==> config.mk <==
export PLATFORM = sky130hd
export DESIGN_NAME = fsc_datapath
export DESIGN_NICKNAME = d
export VERILOG_FILES = /design/src/rtl/fsc_pkg.sv /design/src/rtl/fsc_blk_width.sv /design/src/rtl/fsc_datapath.sv
export SDC_FILE = /design/constraint.sdc
export NUM_CORES = 1
export LEC_CHECK = 0
export ABC_AREA = 1
export BUFFER_PORTS_ARGS = -buffer_cell sky130_fd_sc_hd__buf_2
export CORE_ASPECT_RATIO = 1.25
export CORE_MARGIN = 1
export CORE_UTILIZATION = 37
export CTS_CLUSTER_SIZE = 20
export DETAILED_ROUTE_END_ITERATION = 16
export GPL_ROUTABILITY_DRIVEN = 0
export GPL_TIMING_DRIVEN = 0
export PLACE_DENSITY = 0.69
export SLEW_MARGIN = 20
export SYNTH_ARGS = -nofsm -noshare
export SYNTH_HDL_FRONTEND = slang
export SYNTH_HIERARCHICAL = 1
export SYNTH_SLANG_ARGS = --single-unit
==> constraint.sdc <==
create_clock -name clk -period 4.35 [get_ports clk]
set_input_delay 0.87 -clock clk [delete_from_list [all_inputs] [get_ports clk]]
set_output_delay 0.87 -clock clk [all_outputs]
set_load 0.05 [all_outputs]
==> src/rtl/fsc_pkg.sv <==
package fsc_pkg;
  localparam int ERR_W   = 10;
  localparam int ERR_LSB = 16;
  localparam int RES_W   = 32;

  localparam int E_SHORT   = 0;
  localparam int E_NOLAST  = 1;
  localparam int E_PENDING = 2;
  localparam int E_MACCNT  = 3;
  localparam int E_ENCCNT  = 4;
  localparam int E_ENCZERO = 5;
  localparam int E_SECOFF  = 6;
  localparam int E_OVSTART = 7;
  localparam int E_ORPHAN  = 8;
  localparam int E_BLKWID  = 9;

  typedef enum logic [1:0] {
    ALG_DES  = 2'd0,
    ALG_TDES = 2'd1,
    ALG_SEED = 2'd2,
    ALG_AES  = 2'd3
  } cipherAlg_e;

  typedef struct packed {
    logic take;
    logic openPkt;
    logic continuePkt;
    logic overStart;
    logic orphan;
    logic clear;
  } seqStrobe_t;
endpackage

==> src/rtl/fsc_blk_width.sv <==
module fsc_blk_width
  import fsc_pkg::*;
#(
  parameter int LEN_W = 16
) (
  input  logic [1:0]       cipherAlg,
  input  logic [LEN_W-1:0] encLen,
  output logic             misaligned
);
  localparam int NARROW_BITS = 1;
  localparam int WIDE_BITS   = 2;

  logic narrowBad;
  logic wideBad;

  assign narrowBad = |encLen[NARROW_BITS-1:0];
  assign wideBad   = |encLen[WIDE_BITS-1:0];

  always_comb begin
    case (cipherAlg_e'(cipherAlg))
      ALG_DES, ALG_TDES: misaligned = narrowBad;
      default:           misaligned = wideBad;
    endcase
  end
endmodule

==> src/rtl/fsc_datapath.sv <==
module fsc_datapath
  import fsc_pkg::*;
#(
  parameter int LEN_W     = 16,
  parameter int CNT_W     = 16,
  parameter int ENC_DST_W = 9,
  parameter int MAC_DST_W = 3
) (
  input  logic                 clk,
  input  logic                 rstN,
  input  seqStrobe_t           strobe,
  input  logic                 fragLast,
  input  logic                 encEn,
  input  logic                 macEn,
  input  logic [1:0]           cipherAlg,
  input  logic [LEN_W-1:0]     encLen,
  input  logic [CNT_W-1:0]     srcWords,
  input  logic [CNT_W-1:0]     totalWords,
  input  logic [ENC_DST_W-1:0] dstEncWritten,
  input  logic [ENC_DST_W-1:0] dstEncLen,
  input  logic [MAC_DST_W-1:0] dstMacWritten,
  input  logic [MAC_DST_W-1:0] dstMacLen,
  input  logic                 encMacPending,
  input  logic [ERR_W-1:0]     intEn,
  output logic [ERR_W-1:0]     errField,
  output logic                 irq,
  output logic                 resultValid,
  output logic [RES_W-1:0]     resultWord
);
  logic [CNT_W-1:0] accQ;
  logic [CNT_W-1:0] totalQ;
  logic [CNT_W-1:0] effTotal;
  logic [CNT_W-1:0] accBase;
  logic [CNT_W-1:0] accNext;
  logic             reached;
  logic             misaligned;
  logic [ERR_W-1:0] errQ;
  logic [ERR_W-1:0] newErr;
  logic [ERR_W-1:0] errNext;
  logic [RES_W-1:0] wordNext;
  logic             resValidQ;
  logic [RES_W-1:0] resWordQ;

  fsc_blk_width #(.LEN_W(LEN_W)) u_width (
    .cipherAlg (cipherAlg),
    .encLen    (encLen),
    .misaligned(misaligned)
  );

  always_comb begin
    effTotal = strobe.openPkt ? totalWords : totalQ;
    accBase  = strobe.openPkt ? '0 : accQ;
    accNext  = accBase + srcWords;
    reached  = (accNext >= effTotal);

    newErr            = '0;
    newErr[E_SHORT]   = fragLast && !reached;
    newErr[E_NOLAST]  = reached && !fragLast;
    newErr[E_PENDING] = fragLast && encMacPending;
    newErr[E_MACCNT]  = fragLast && (dstMacWritten != dstMacLen);
    newErr[E_ENCCNT]  = (dstEncWritten != dstEncLen);
    newErr[E_ENCZERO] = strobe.openPkt && (encLen == '0);
    newErr[E_SECOFF]  = strobe.openPkt && !(encEn && macEn);
    newErr[E_OVSTART] = strobe.overStart;
    newErr[E_ORPHAN]  = strobe.orphan;
    newErr[E_BLKWID]  = strobe.openPkt && encEn && misaligned;

    errNext = errQ | (strobe.take ? newErr : '0);

    wordNext                      = '0;
    wordNext[0]                   = fragLast;
    wordNext[1]                   = reached;
    wordNext[ERR_LSB +: ERR_W]    = errNext;
  end

  always_ff @(posedge clk or negedge rstN) begin
    if (!rstN) begin
      errQ      <= '0;
      accQ      <= '0;
      totalQ    <= '0;
      resValidQ <= 1'b0;
      resWordQ  <= '0;
    end else if (strobe.clear) begin
      errQ      <= '0;
      accQ      <= '0;
      totalQ    <= '0;
      resValidQ <= 1'b0;
      resWordQ  <= '0;
    end else begin
      resValidQ <= strobe.take;
      if (strobe.take) begin
        errQ     <= errNext;
        resWordQ <= wordNext;
        totalQ   <= effTotal;
        if (fragLast || strobe.orphan) begin
          accQ <= '0;
        end else if (strobe.openPkt || strobe.continuePkt) begin
          accQ <= accNext;
        end
      end
    end
  end

  assign errField    = errQ;
  assign irq         = |(errQ & intEn);
  assign resultValid = resValidQ;
  assign resultWord  = resWordQ;
endmodule

==> impl_metrics.tcl, run 1 <==
set metrics [dict create \
    synth_flop_cell "dfrtp_1" \
    area_growth_pct 25.8 \
    min_path_type "reg2reg" \
    drc 0 \
    critPathMaxFanout 10 \
    cp.arrival_ns 4.09 \
    clk-insertion-delay-late_ns 0.29 \
    syn-mean-instance-area_um2 7.10 \
    rsz0062_at_grt "no" \
    required_ns 4.58 \
    layout_common_cells "146 x nand2_1, 119 x buf_2, 91 x inv_1" \
    startpoint_type "input port" \
    h-tree-depth 2 \
    cellLeakagePower_uw 0.00281 \
    die_x_um 93.2 \
    avgViaCountPerCell 4.68 \
    fin_crit_ns 3.86 \
    worstMarginPinSlew_ns 0.605 \
    dieArea_um2 10800 \
    worst-setup-path-type "in2reg" \
    row_count 41 \
    fin_hold_ws_ns 0.482 \
    ir_drop_mv 0.166 \
    grt_max_degree 46 \
    ios 140 \
    fmax_mhz 259 \
    r2r_cells 21 \
    vias 3821 \
    ys_seq_elements 45 \
    hold_end "accQ[10]" \
    wl_per_cell_um 12.3 \
    layout_commonest_cell "nand2_1" \
    cap_violations 0 \
    antenna_found_initial 0 \
    fin_tns_setup_ns 0 \
    diodes 0 \
    core_area_um2 10100 \
    ys_seq_area_share_pct 29.3 \
    timing.final.crit_share_pct 88.8 \
    r2r-end "resultWord[1]" \
    grt_pass1_wl_um 16400 \
    grt_busiest_layer "met2" \
    synth_edf_count 0 \
    finalHoldViolCount 0 \
    power.density_nw_per_um2 272 \
    met2_usage_pct 38.9 \
    cts_sinks 45 \
    io_buffers 118 \
    status "complete, no violations" \
    grt_pass1_vias 3729 \
    drt_iter0_markers 116 \
    skew_ns 0.0104 \
    nFillCells 1031 \
    cts_tree "built" \
    synthCells 542 \
    yosys_warnings 6 \
    drt-total-wl_um 10000 \
    synth_area_um2 3850 \
    clkTransAtPathRegs_ns 0.07 \
    initial_core_util_pct 38.1 \
    ys_async_sr_fraction_pct 100 \
    slew_violations 0 \
    cts_root_buf "clkbuf_16" \
    drtPass1Iterations 6 \
    yosys.cell_types.count 43 \
    ant_nets 0 \
    cts_buffer_depth 2 \
    holdPathStages 2 \
    postCtsHoldBufs 0 \
    fin_nets 814 \
    max-slew-margin-rel_pct 59.7 \
    power_uw 1320 \
    cts_setup_buffers 0 \
    worstHoldStart "accQ[10]" \
    grt.met3_usage_pct 2.69 \
    reg2reg_from "accQ[0]" \
    hpwl_um 8160 \
    die_y_um 116 \
    regToRegSetupSlack_ns 1.31 \
    grt_util_all_layers_pct 19.4 \
    drive_above_1_share_pct 27.1 \
    crit_path_end_kind "register" \
    grtUsageMet1_pct 20.4 \
    setup_violations 0 \
    cts_buffers 5 \
    cts_resized 0 \
    overflow 0 \
]
## synth_stat cells, types with 2 or more instances
library cell / n / area share (%)
a21oi_1: 18 / 2.3
a22o_1: 3 / 0.68
a22o_2: 2 / 0.52
and2_1: 10 / 1.6
buf_2: 2 / 0.26
buf_4: 30 / 5.9
clkbuf_1: 4 / 0.39
dfrtp_1: 45 / 29
ha_1: 31 / 10
inv_1: 91 / 8.9
inv_2: 2 / 0.20
nand2_1: 146 / 14
nand2_2: 4 / 0.65
nand3_1: 18 / 2.3
nand3_2: 8 / 2.1
nand4_1: 3 / 0.49
nor2_1: 34 / 3.3
nor2_2: 2 / 0.33
nor3_1: 6 / 0.78
nor4_1: 5 / 0.81
o21ai_0: 21 / 2.7
o21ai_2: 3 / 0.68
o22ai_1: 20 / 3.3
or2_1: 2 / 0.33
xnor2_1: 7 / 1.6
xor2_1: 8 / 1.8
## kinds of logic (layout without fill, tap and decap cells)
| kind of cell | Yosys count | in the layout | synth area share [%] |
|---|---|---|---|
| adder cells (fa/ha/maj) | 32 | 32 | 10.6 |
| XOR/XNOR | 15 | 15 | 3.42 |
| buffers and inverters | 134 | 260 | 16.9 |
| flip-flops | 45 | 45 | 29.3 |
| AND/OR/NAND/NOR | 243 | 243 | 28.4 |
| other | 1 | 20 | 0.0975 |
| AO/OA/AOI/OAI | 72 | 72 | 11.3 |
## worst max-delay path, stage by stage
cell	delay, ns
buf_2	0.08
buf_2	0.22
buf_1	0.42
nor2_1	0.12
ha_1	0.36
nand2_1	0.11
inv_1	0.06
a21oi_1	0.15
nand2_1	0.15
nand2_1	0.11
nand3_1	0.11
and2_1	0.20
ha_1	0.27
nand2_1	0.07
nor3_1	0.35
nand3_1	0.16
nand3_1	0.13
nand2_1	0.06
nand2_1	0.08
## where the power goes
group	internal, uW	switching, uW	leakage (uW)
sequential	441	13.1	0.000607
clock	273	171	0.0000810
combinational	147	272	0.00212
total	861	457	0.00281
## registers in the layout, summed over array words and instances (netlist names)
register	cells
resultWord	3
accQ	16
resultValid	1
errField	9
totalQ	16
## metal layers
metal | vias to the layer above | wire, um
li1 | 1954 | -
met1 | 1720 | 3920
met2 | 133 | 5360
met3 | 14 | 503
met4 | 0 | 226
met5 | - | 0
## layout make-up
class                           instances  area, um^2  area share [%]
Multi-Input combinational cell        382        2140            44.3
Sequential cell                        45        1130            23.3
Timing Repair Buffer                  118         593            12.3
Inverter                               96         375            7.76
Buffer                                 38         274            5.66
Tap cell                              129         161            3.34
Clock buffer                            6         129            2.66
Clock inverter                          2        38.8           0.801
## how the worst max path moves through the flow
| stage | start | end | cells past startpoint |
|---|---|---|---|
| 5_1_grt | strobe[4] | resultWord[1] | 20 |
| 2_1_floorplan | strobe[4] | resultWord[1] | 18 |
| 4_1_cts | strobe[4] | resultWord[1] | 19 |
| 3_5_place_dp | strobe[4] | resultWord[1] | 19 |
| 3_3_place_gp | strobe[4] | resultWord[1] | 19 |
| 6_report | strobe[4] | resultWord[1] | 19 |
## through the flow
stage / setup WS [ns] / util [%] / cell area [um^2] / cells
after floorplan: 0.981 / - / 3920 / 561
after global routing: 0.131 / 47.9 / 4840 / 816
after CTS: 0.478 / 47.9 / 4840 / 816
final: 0.487 / 47.9 / 4840 / 816
after global placement: 0.244 / 46.2 / 4670 / 808
after detailed placement: 0.176 / 46.2 / 4670 / 808
Power figures use the tool's default switching activity.
==> run 2, diff against run 1 <==
--- a/config.mk
+++ b/config.mk
@@ -6,15 +6,16 @@
 export NUM_CORES = 1
 export LEC_CHECK = 0
 export ABC_AREA = 1
+export ABC_CLOCK_PERIOD_IN_PS = 4350
 export BUFFER_PORTS_ARGS = -buffer_cell sky130_fd_sc_hd__buf_2
 export CORE_ASPECT_RATIO = 1.25
 export CORE_MARGIN = 1
-export CORE_UTILIZATION = 37
+export CORE_UTILIZATION = 50
 export CTS_CLUSTER_SIZE = 20
 export DETAILED_ROUTE_END_ITERATION = 16
 export GPL_ROUTABILITY_DRIVEN = 0
 export GPL_TIMING_DRIVEN = 0
-export PLACE_DENSITY = 0.69
+export PLACE_DENSITY = 0.87
 export SLEW_MARGIN = 20
 export SYNTH_ARGS = -nofsm -noshare
 export SYNTH_HDL_FRONTEND = slang
==> impl_metrics.tcl, run 2 (synthesis gave the netlist of run 1 again) <==
set metrics [dict create \
    cp.arrival_ns 4.04 \
    drt-total-wl_um 9450 \
    max-slew-margin-rel_pct 60.9 \
    nFillCells 643 \
    fin_crit_ns 3.79 \
    antenna_found_initial 0 \
    ios 140 \
    ant_nets 0 \
    die_x_um 80.4 \
    grt_max_degree 46 \
    crit_end "resultWord[1]" \
    regToRegSetupSlack_ns 1.29 \
    slew_violations 0 \
    pwr-share-seq_pct 37.6 \
    overflow 0 \
    rsz0062_at_grt "no" \
    swShare_pct 37.0 \
    grt_pass1_wl_um 15700 \
    cts_resized 0 \
    regArea_um2 1130 \
    critPathSlowestCell "buf_1" \
    initial_core_util_pct 52.0 \
    core_area_um2 7400 \
    h-tree-depth 2 \
    cts_sinks 45 \
    cts_buffers 5 \
    met2_usage_pct 48.2 \
    min_path_type "reg2reg" \
    multiInputGateArea_um2 2140 \
    slowest_delay_ns 0.40 \
    dp_slack_ns 0.266 \
    grt_util_all_layers_pct 25.0 \
    cts_setup_buffers 0 \
    r2r_cells 21 \
    fin_tns_setup_ns 0 \
    grt_pass1_vias 3854 \
    io_buffers 118 \
    crit_buf_inv 4 \
    p_int_uw 761 \
    fin_util_pct 64.0 \
    row_count 35 \
    pwr-share-clk_pct 27.6 \
    avgViaCountPerCell 4.94 \
    worst-setup-path-type "in2reg" \
    required_ns 4.61 \
    timing.final.crit_share_pct 87.0 \
    crit_path_frequent_cell "nand2_1" \
    wl_per_cell_um 12.1 \
    critPathMaxFanout 10 \
    skew_ns 0.00535 \
    diodes 0 \
    cellLeakagePower_uw 0.00278 \
    setup_violations 0 \
    reg2reg_from "accQ[0]" \
    startpoint "strobe[4]" \
    cts_tree "built" \
    drc 0 \
    layout_commonest_cell "nand2_1" \
    vias 3845 \
    ir_drop_mv 0.189 \
    crit_path_end_kind "register" \
    postCtsHoldBufs 0 \
    finalHoldViolCount 0 \
    fmax_mhz 264 \
    setup_slack_ns 0.564 \
    drive_above_1_share_pct 27.1 \
    crit_chain "buf_2 -> buf_2 -> buf_1 -> nor2_1 -> ha_1 -> nand2_1 -> inv_1 -> a21oi_1 -> nand2_1 -> nand2_1 -> nand3_1 -> and2_1 -> ha_1 -> nand2_1 -> nor3_1 -> nand3_1 -> nand3_1 -> nand2_1 -> nand2_1" \
    die_y_um 100 \
    drt_iter0_markers 145 \
    power.density_nw_per_um2 255 \
    dieArea_um2 8050 \
    grt_busiest_layer "met2" \
    crit_family "simple AND/OR/NAND/NOR gates" \
    clkTransAtPathRegs_ns 0.09 \
    worstMarginPinSlew_ns 0.587 \
    cts_root_buf "clkbuf_8" \
    startpoint_type "input port" \
    cp_num_cells 19 \
    clk-insertion-delay-late_ns 0.31 \
    cap_violations 0 \
    status "complete, no violations" \
    cts_buffer_depth 2 \
    switchingPower_uw 446 \
    r2r-end "resultWord[1]" \
    fin_nets 814 \
    drtPass1Iterations 4 \
    grt.met3_usage_pct 4.55 \
    p_comb_share_pct 34.8 \
    hpwl_um 7730 \
    layout_common_cells "146 x nand2_1, 119 x buf_2, 91 x inv_1" \
    area_growth_pct 23.2 \
    grtUsageMet1_pct 25.0 \
]
run 2: metrics by stage:
stage	instance area, um^2	power [uW]	hold WS (ns)	cells
2_1_floorplan	3920	760	0.449	561
3_3_place_gp	4620	867	0.465	771
3_5_place_dp	4620	882	0.464	771
4_1_cts	4730	1210	0.490	779
5_1_grt	4740	1270	0.511	779
6_report	4740	1210	0.486	779
run 2: worst min path at each step:
stage / to / cells past startpoint / startpoint / slack [ns]
finish: accQ[13] / 2 / accQ[13] / 0.49
global route: resultWord[1] / 2 / resultWord[1] / 0.51
detailed placement: resultWord[1] / 2 / resultWord[1] / 0.46
CTS: accQ[13] / 2 / accQ[13] / 0.49
global placement: accQ[15] / 2 / accQ[15] / 0.47
floorplan: accQ[10] / 2 / accQ[10] / 0.45
run 2: power by group through the flow:
stage	Sequential, uW	Clock (uW)	Combinational, uW
finish	454	333	420
global placement	461	0	406
CTS	454	332	421
detailed placement	461	0	420
floorplan	489	0	271
global route	457	352	466
run 2: layout make-up:
cell class | count | area share (%)
multi-input combinational | 382 | 45.2
sequential | 45 | 23.8
timing repair buffer | 118 | 12.5
inverter | 96 | 7.92
buffer | 38 | 5.78
tap | 92 | 2.43
clock buffer | 6 | 1.53
clock inverter | 2 | 0.819
run 2: metal layers:
layer	vias up	wire length, um
met4	0	317
li1	1958	-
met5	-	0
met1	1739	3590
met3	27	474
met2	121	5070
run 2: worst register-to-register path, delay by kind of cell, from the launching register on:
family        cells  cell delay (ns)
flops             1             0.34
buf+inv           3             0.21
simple gates     15             1.61
fa+ha+maj         3             0.87
